==> src/rtl/evt_irq_pkg.sv <==
`timescale 1ns/1ps
// Shared bit positions and helpers for the event timer interrupt router.
// Assumes a 64-bit configuration word with the route in bits 13:9.
package evt_irq_pkg;
    localparam int LINES     = 32;
    localparam int RT_W      = 5;
    localparam int TRIG_B    = 1;
    localparam int IE_B      = 2;
    localparam int PCAP_B    = 4;
    localparam int SIZE_B    = 5;
    localparam int M32_B     = 8;
    localparam int RT_LO     = 9;
    localparam int RT_HI     = 13;
    localparam int MEN_B     = 14;
    localparam int MCAP_B    = 15;

    localparam logic [63:0] RO_MASK = 64'hFFFF_FFFF_0000_0000
                                    | (64'd1 << MCAP_B)
                                    | (64'd1 << SIZE_B)
                                    | (64'd1 << PCAP_B);

    // Lines a timer may drive, from the downstream controller pin count.
    function automatic logic [31:0] allowed_lines(input int pins);
        if (pins >= 32)      return 32'hFF00_0000;
        else if (pins >= 20) return 32'hF << (pins - 4);
        else                 return 32'h0;
    endfunction
endpackage

==> src/rtl/evt_irq_timer.sv <==
`timescale 1ns/1ps
// One timer's configuration, routing word and status bit.
// Decides the delivery of each fire strobe and validates configuration
// writes. Assumes no configuration write and fire in the same cycle.
module evt_irq_timer
    import evt_irq_pkg::*;
#(
    parameter logic [31:0] ALLOWED = 32'h00F0_0000
) (
    input  logic              clk,
    input  logic              rst_n,
    input  logic              fire_i,
    input  logic              cfg_we_i,
    input  logic              route_we_i,
    input  logic [63:0]       wdata_i,
    input  logic [63:0]       wmask_i,
    input  logic              sts_clr_i,
    output logic [63:0]       cfg_o,
    output logic [63:0]       route_word_o,
    output logic              sts_o,
    output logic [RT_W-1:0]   line_o,
    output logic              msg_fire_o,
    output logic              edge_fire_o
);
    localparam logic [63:0] RST_CFG = {ALLOWED, 32'h0}
                                    | (64'd1 << MCAP_B) | (64'd1 << PCAP_B);

    logic [63:0]     cfg_q, route_q, cfg_nxt, merged;
    logic            sts_q, msg_mode, accept, lvl_set, cfg_clr;
    logic [RT_W-1:0] new_rt;

    // Delivery decision for a fire strobe.
    always_comb begin
        msg_mode    = cfg_q[MEN_B] && cfg_q[MCAP_B];
        line_o      = msg_mode ? '0 : cfg_q[RT_HI:RT_LO];
        accept      = fire_i && cfg_q[IE_B] && !sts_q;
        msg_fire_o  = accept && msg_mode;
        edge_fire_o = accept && !msg_mode && (line_o != '0) && !cfg_q[TRIG_B];
        lvl_set     = accept && !msg_mode && (line_o != '0) && cfg_q[TRIG_B];
    end

    // Next configuration word: merge, protect read-only bits, validate route.
    always_comb begin
        merged  = (cfg_q & ~wmask_i) | (wdata_i & wmask_i);
        cfg_nxt = (merged & ~(RO_MASK | (64'd1 << M32_B))) | (cfg_q & RO_MASK);
        new_rt  = cfg_nxt[RT_HI:RT_LO];
        if (new_rt != '0 && !ALLOWED[new_rt])
            cfg_nxt[RT_HI:RT_LO] = '0;
        cfg_clr = cfg_we_i && sts_q &&
                  (!cfg_nxt[IE_B] || !cfg_nxt[TRIG_B] ||
                   (cfg_nxt[MEN_B] && cfg_nxt[MCAP_B]) ||
                   (cfg_nxt[RT_HI:RT_LO] != cfg_q[RT_HI:RT_LO]));
    end

    // Configuration and routing word registers.
    always_ff @(posedge clk) begin
        if (!rst_n) begin
            cfg_q   <= RST_CFG;
            route_q <= '0;
        end else begin
            if (cfg_we_i)   cfg_q   <= cfg_nxt;
            if (route_we_i) route_q <= (route_q & ~wmask_i) | (wdata_i & wmask_i);
        end
    end

    // Status bit: cleared by software or stale config, set by a level fire.
    always_ff @(posedge clk) begin
        if (!rst_n)                    sts_q <= 1'b0;
        else if (sts_clr_i || cfg_clr) sts_q <= 1'b0;
        else if (lvl_set)              sts_q <= 1'b1;
    end

    assign cfg_o        = cfg_q;
    assign route_word_o = route_q;
    assign sts_o        = sts_q;

    assert_fire_disabled_R1: assert property (@(posedge clk) disable iff (!rst_n)
        fire_i && !cfg_q[IE_B] && !sts_q |=> !sts_q);
    assert_fire_while_set_R2: assert property (@(posedge clk) disable iff (!rst_n)
        sts_q && fire_i && !sts_clr_i && !cfg_we_i |=> sts_q);
    assert_route_allowed_R8: assert property (@(posedge clk) disable iff (!rst_n)
        cfg_q[RT_HI:RT_LO] != '0 |-> ALLOWED[cfg_q[RT_HI:RT_LO]]);
    assert_ro_kept_R9: assert property (@(posedge clk) disable iff (!rst_n)
        1'b1 |=> ((cfg_q & RO_MASK) == ($past(cfg_q) & RO_MASK)) && !cfg_q[M32_B]);
    assert_status_consistent_R11: assert property (@(posedge clk) disable iff (!rst_n)
        sts_q |-> cfg_q[IE_B] && cfg_q[TRIG_B] && !msg_mode && cfg_q[RT_HI:RT_LO] != '0);
endmodule

==> src/rtl/evt_irq_msg_arb.sv <==
`timescale 1ns/1ps
// Picks the lowest-numbered timer among simultaneous message fires and
// registers its address and data for one cycle. Others are dropped.
module evt_irq_msg_arb #(
    parameter int N = 8
) (
    input  logic              clk,
    input  logic              rst_n,
    input  logic [N-1:0]      req_i,
    input  logic [N-1:0][63:0] words_i,
    output logic              req_o,
    output logic [31:0]       addr_o,
    output logic [31:0]       data_o
);
    int pick;

    // Lowest index wins.
    always_comb begin
        pick = 0;
        for (int i = N - 1; i >= 0; i--)
            if (req_i[i]) pick = i;
    end

    // Registered one-cycle message request.
    always_ff @(posedge clk) begin
        if (!rst_n) begin
            req_o  <= 1'b0;
            addr_o <= '0;
            data_o <= '0;
        end else begin
            req_o <= |req_i;
            if (|req_i) begin
                addr_o <= words_i[pick][63:32];
                data_o <= words_i[pick][31:0];
            end
        end
    end

    assert_msg_follows_fire_R3: assert property (@(posedge clk) disable iff (!rst_n)
        |req_i |=> req_o);
endmodule

==> src/rtl/evt_irq_lines.sv <==
`timescale 1ns/1ps
// Builds the 32 interrupt lines: registered one-cycle edge pulses ORed
// with level lines taken directly from the status bits, so a cleared
// status bit drops its line in the same cycle. Route 0 drives nothing.
module evt_irq_lines
    import evt_irq_pkg::*;
#(
    parameter int N = 8
) (
    input  logic                   clk,
    input  logic                   rst_n,
    input  logic [N-1:0]           edge_i,
    input  logic [N-1:0]           sts_i,
    input  logic [N-1:0][RT_W-1:0] line_i,
    output logic [LINES-1:0]       irq_o
);
    logic [LINES-1:0] pulse_q, pulse_nxt, level;

    // Decode routes of edge fires and held levels.
    always_comb begin
        pulse_nxt = '0;
        level     = '0;
        for (int i = 0; i < N; i++) begin
            if (edge_i[i] && line_i[i] != '0) pulse_nxt[line_i[i]] = 1'b1;
            if (sts_i[i]  && line_i[i] != '0) level[line_i[i]]     = 1'b1;
        end
    end

    // One-cycle pulse register.
    always_ff @(posedge clk) begin
        if (!rst_n) pulse_q <= '0;
        else        pulse_q <= pulse_nxt;
    end

    assign irq_o = pulse_q | level;

    assert_line_zero_unused_R4: assert property (@(posedge clk) disable iff (!rst_n)
        !irq_o[0]);
endmodule

==> src/rtl/evt_irq_router.sv <==
`timescale 1ns/1ps
// Top of the event timer interrupt router: per-timer delivery units,
// message arbitration and line assembly. Assumes sel_i names a timer.
module evt_irq_router
    import evt_irq_pkg::*;
#(
    parameter int NUM_TIMERS = 8,
    parameter int PIN_COUNT  = 24,
    localparam int IDX_W     = (NUM_TIMERS > 1) ? $clog2(NUM_TIMERS) : 1
) (
    input  logic                  clk,
    input  logic                  rst_n,
    input  logic [NUM_TIMERS-1:0] fire_i,
    input  logic                  cfg_we_i,
    input  logic                  route_we_i,
    input  logic [IDX_W-1:0]      sel_i,
    input  logic [63:0]           wdata_i,
    input  logic [63:0]           wmask_i,
    input  logic                  sts_we_i,
    input  logic [NUM_TIMERS-1:0] sts_wdata_i,
    output logic [63:0]           cfg_rdata_o,
    output logic [NUM_TIMERS-1:0] sts_o,
    output logic [31:0]           irq_o,
    output logic                  msg_req_o,
    output logic [31:0]           msg_addr_o,
    output logic [31:0]           msg_data_o
);
    localparam logic [31:0] ALLOWED = allowed_lines(PIN_COUNT);

    logic [63:0]                    cfg_arr [NUM_TIMERS];
    logic [NUM_TIMERS-1:0][63:0]    words;
    logic [NUM_TIMERS-1:0][RT_W-1:0] lines;
    logic [NUM_TIMERS-1:0]          msg_fire, edge_fire, sts_w;

    for (genvar g = 0; g < NUM_TIMERS; g++) begin : g_tmr
        evt_irq_timer #(.ALLOWED(ALLOWED)) u_tmr (
            .clk         (clk),
            .rst_n       (rst_n),
            .fire_i      (fire_i[g]),
            .cfg_we_i    (cfg_we_i && (sel_i == IDX_W'(g))),
            .route_we_i  (route_we_i && (sel_i == IDX_W'(g))),
            .wdata_i     (wdata_i),
            .wmask_i     (wmask_i),
            .sts_clr_i   (sts_we_i && sts_wdata_i[g]),
            .cfg_o       (cfg_arr[g]),
            .route_word_o(words[g]),
            .sts_o       (sts_w[g]),
            .line_o      (lines[g]),
            .msg_fire_o  (msg_fire[g]),
            .edge_fire_o (edge_fire[g])
        );

        assert_level_line_high_R6: assert property (@(posedge clk) disable iff (!rst_n)
            sts_w[g] |-> irq_o[lines[g]]);
    end

    evt_irq_msg_arb #(.N(NUM_TIMERS)) u_arb (
        .clk    (clk),
        .rst_n  (rst_n),
        .req_i  (msg_fire),
        .words_i(words),
        .req_o  (msg_req_o),
        .addr_o (msg_addr_o),
        .data_o (msg_data_o)
    );

    evt_irq_lines #(.N(NUM_TIMERS)) u_lines (
        .clk   (clk),
        .rst_n (rst_n),
        .edge_i(edge_fire),
        .sts_i (sts_w),
        .line_i(lines),
        .irq_o (irq_o)
    );

    assign cfg_rdata_o = cfg_arr[sel_i];
    assign sts_o       = sts_w;
endmodule

==> config.mk <==
export PLATFORM = sky130hd
export DESIGN_NAME = evt_irq_router
export DESIGN_NICKNAME = d
export VERILOG_FILES = /design/src/rtl/evt_irq_pkg.sv /design/src/rtl/evt_irq_timer.sv /design/src/rtl/evt_irq_msg_arb.sv /design/src/rtl/evt_irq_lines.sv /design/src/rtl/evt_irq_router.sv
export SDC_FILE = /design/constraint.sdc
export NUM_CORES = 2
export LEC_CHECK = 0
export BUFFER_PORTS_ARGS = -buffer_cell sky130_fd_sc_hd__buf_4
export CORE_MARGIN = 2
export CORE_UTILIZATION = 55
export CTS_BUF_LIST = sky130_fd_sc_hd__clkbuf_4 sky130_fd_sc_hd__clkbuf_8
export DETAILED_ROUTE_END_ITERATION = 6
export GPL_TIMING_DRIVEN = 0
export PLACE_DENSITY_LB_ADDON = 0.3
export REMOVE_ABC_BUFFERS = 1
export SLEW_MARGIN = 15
export SYNTH_ARGS = -nofsm -noshare
export SYNTH_HDL_FRONTEND = slang
export SYNTH_SLANG_ARGS = --single-unit
==> constraint.sdc <==
create_clock -name clk -period 3.66 [get_ports clk]
set_input_delay 0.732 -clock clk [delete_from_list [all_inputs] [get_ports clk]]
set_output_delay 0.732 -clock clk [all_outputs]
set_load 0.1 [all_outputs]
==> results_dict.tcl <==
set metrics [dict create \
    p_leak_uw 0.01712 \
    setup_violations 5 \
    fmax_ghz 0.2700 \
    status "complete, but fails checks" \
    path_class "reg -> out" \
    irDropWorstVdd_mv 0.3860 \
    clock-sinks 841 \
    avgSynthCellArea_um2 7.220 \
    die-area_um2 82900 \
    antenna_found_initial 13 \
    antenna_left 0 \
    io_pins 321 \
    routed_via_density 6.493 \
    critPathRequiredTime_ns 2.93 \
    drive_above_1_share 0.1515 \
    grt-ovfl-total 0 \
    arrival_ns 2.97 \
    slew_headroom 0.2994 \
    core_um2 80160 \
    num_rows 104 \
    synth_top_area_frac 0.3798 \
    ys_warn_count 0 \
    post-route-min-period_ns 3.703 \
    clkTransAtPathRegs_ns 0.06 \
    cts_buffers 142 \
    finalWorstSetupSlack_ns -0.04305 \
    final_cells 7198 \
    gp_congestion 1.063 \
    met1_usage 0.4744 \
    netlist_area_um2 44330 \
    grt_use_met3 0.1078 \
    fin_util 0.6320 \
    ys.flop_type "dfxtp_1" \
    final_nets 6176 \
    synth_cells 6140 \
    grt_use_total 0.3720 \
    ys_ff_latch 841 \
    drtIter0Drc 6266 \
    hold_depth 2 \
    fin_setup_tns_ns -0.1119 \
    end_kind "output pin" \
    finish.instance_area_um2 50660 \
    synth_edf_count 0 \
    tightest_slew_ns 1.051 \
    synthTopCellsByArea "dfxtp_1, nand2_1, a21oi_1" \
    hold_viol_final 0 \
    vias 46730 \
    ctsHoldBuffers 0 \
    yosysTopAreaCell "dfxtp_1" \
    grt_pass1_wl_um 243500 \
    pre_cts_slack_ns -1.004 \
    rr_worst_depth 10 \
    rsz0062_at_grt "yes" \
    drc_errors 30 \
    layout_common_cells "nand2_1, a21oi_1, dfxtp_1, nand3_1, buf_4" \
    setup.worst_path.start_class "register" \
    place_area_um2 47130 \
    clockBufferDepth 3 \
    firstDrtPassIters 7 \
    clock_skew_ns 0.07921 \
    grt.busiest_layer "met2" \
    routedWlPerCell_um 22.35 \
    finalCritPeriodShare 1.012 \
    min-delay-path-class "in -> reg" \
    failed_checks "design-rule violations, negative setup slack" \
    area_growth_pct 14.27 \
    yosysSeqAreaShare 0.3798 \
    grt_start_max_net_pins 127 \
    root_buffer "clkbuf_8" \
    grt_pass1_vias 42490 \
    synthArstFlopShare 0 \
    dp_hpwl_um 102500 \
    slew_violations 0 \
    cp_max_fo 11 \
    reg2reg_slack_ns 0.11 \
    htreeDepth 4 \
    power.density_nw_per_um2 393.2 \
    place.port_buffers 284 \
    die_h_um 287.9 \
    cap_violations 0 \
    initial_core_util 0.5531 \
    clock_latency_ns 0.86 \
    final_common_cell "nand2_1" \
    use_met2 0.5649 \
    dp.cells 6924 \
    die_w_um 287.9 \
    synth_cell_types 74 \
    drt-total-wl_um 160900 \
    cts_tree "yes" \
]
==> through the flow <==
step	hold slack (ns)	power [µW]
floorplan	0.4319	10240
global placement	0.4379	11000
detailed placement	0.4436	11050
CTS	0.09233	19930
global route	0.1175	20490
finish	0.1407	19920
==> cell type report <==
type,count,area [µm²]
clock buffer,224,2758
inverter,18,75.07
clock inverter,26,275.3
multi-input combinational,4605,25080
fill,7040,29490
antenna,8,20.02
timing repair buffer,416,4218
sequential,841,16910
tap,1060,1326
==> critical path, stage by stage, from the launching register on <==
cell and delay [ns]:
dfxtp_2 0.40, nor2_1 0.26, o21ai_0 0.22, nor3_2 0.50, a221oi_1 0.22, nand2_1 0.19
buf_4 0.32
==> timing repair <==
| action | 4_1_cts | 5_1_grt |
|---|---|---|
| endpoints found under the setup margin | 94 | 59 |
| gates cloned | 0 | 1 |
| buffers inserted | 9 | 6 |
| resized for setup | 59 | 55 |
| pin swaps | 4 | 4 |
==> layer usage <==
layer,share of wire,vias up
met5,0.00044,-
met4,0.057,12
met3,0.12,692
met2,0.44,2978
met1,0.38,21830
li1,-,21220
==> Yosys cell counts (17+ instances only) <==
library cell / n
buf_4: 45
nand3_1: 790
a222oi_1: 41
mux4_2: 80
o22ai_1: 134
inv_1: 17
nand2b_1: 24
a21oi_1: 803
a2111oi_0: 46
buf_2: 34
nand2_1: 1465
a221oi_1: 34
o21ai_0: 176
nor2b_1: 62
or4_1: 36
nor3_1: 69
buf_1: 88
o211a_1: 24
dfxtp_1: 841
mux2i_1: 92
and3_1: 60
nor4_1: 17
nor2_1: 340
clkbuf_1: 539
mux2_2: 36
==> cells by family after synthesis <==
logic type | synth area share
other | 0.0001694
buffers and inverters | 0.06759
multiplexers | 0.07056
AND/OR/NAND/NOR | 0.2932
flip-flops | 0.3798
AO/OA/AOI/OAI | 0.1887
==> path summary, 6_finish.rpt <==
kind | start | to
min reg2reg | register | register
min | sts_wdata_i[4] | g_tmr[4].u_tmr.sts_o$_SDFFE_PP0P_
max | g_tmr[1].u_tmr.cfg_o[10]$_SDFFE_PN0P_ | irq_o[12]
max reg2reg | g_tmr[1].u_tmr.sts_o$_SDFFE_PP0P_ | u_arb.data_o[9]$_SDFFE_PN0P_
==> report_power, final <==
| group | internal, µW | total, µW | leakage [µW] | switching [µW] |
|---|---|---|---|---|
| clock | 4920 | 9020 | 0.00162 | 4100 |
| sequential | 9250 | 9310 | 0.00681 | 61.1 |
| combinational | 412 | 1590 | 0.00869 | 1170 |
No activity file was read; power rests on OpenSTA's default activity.
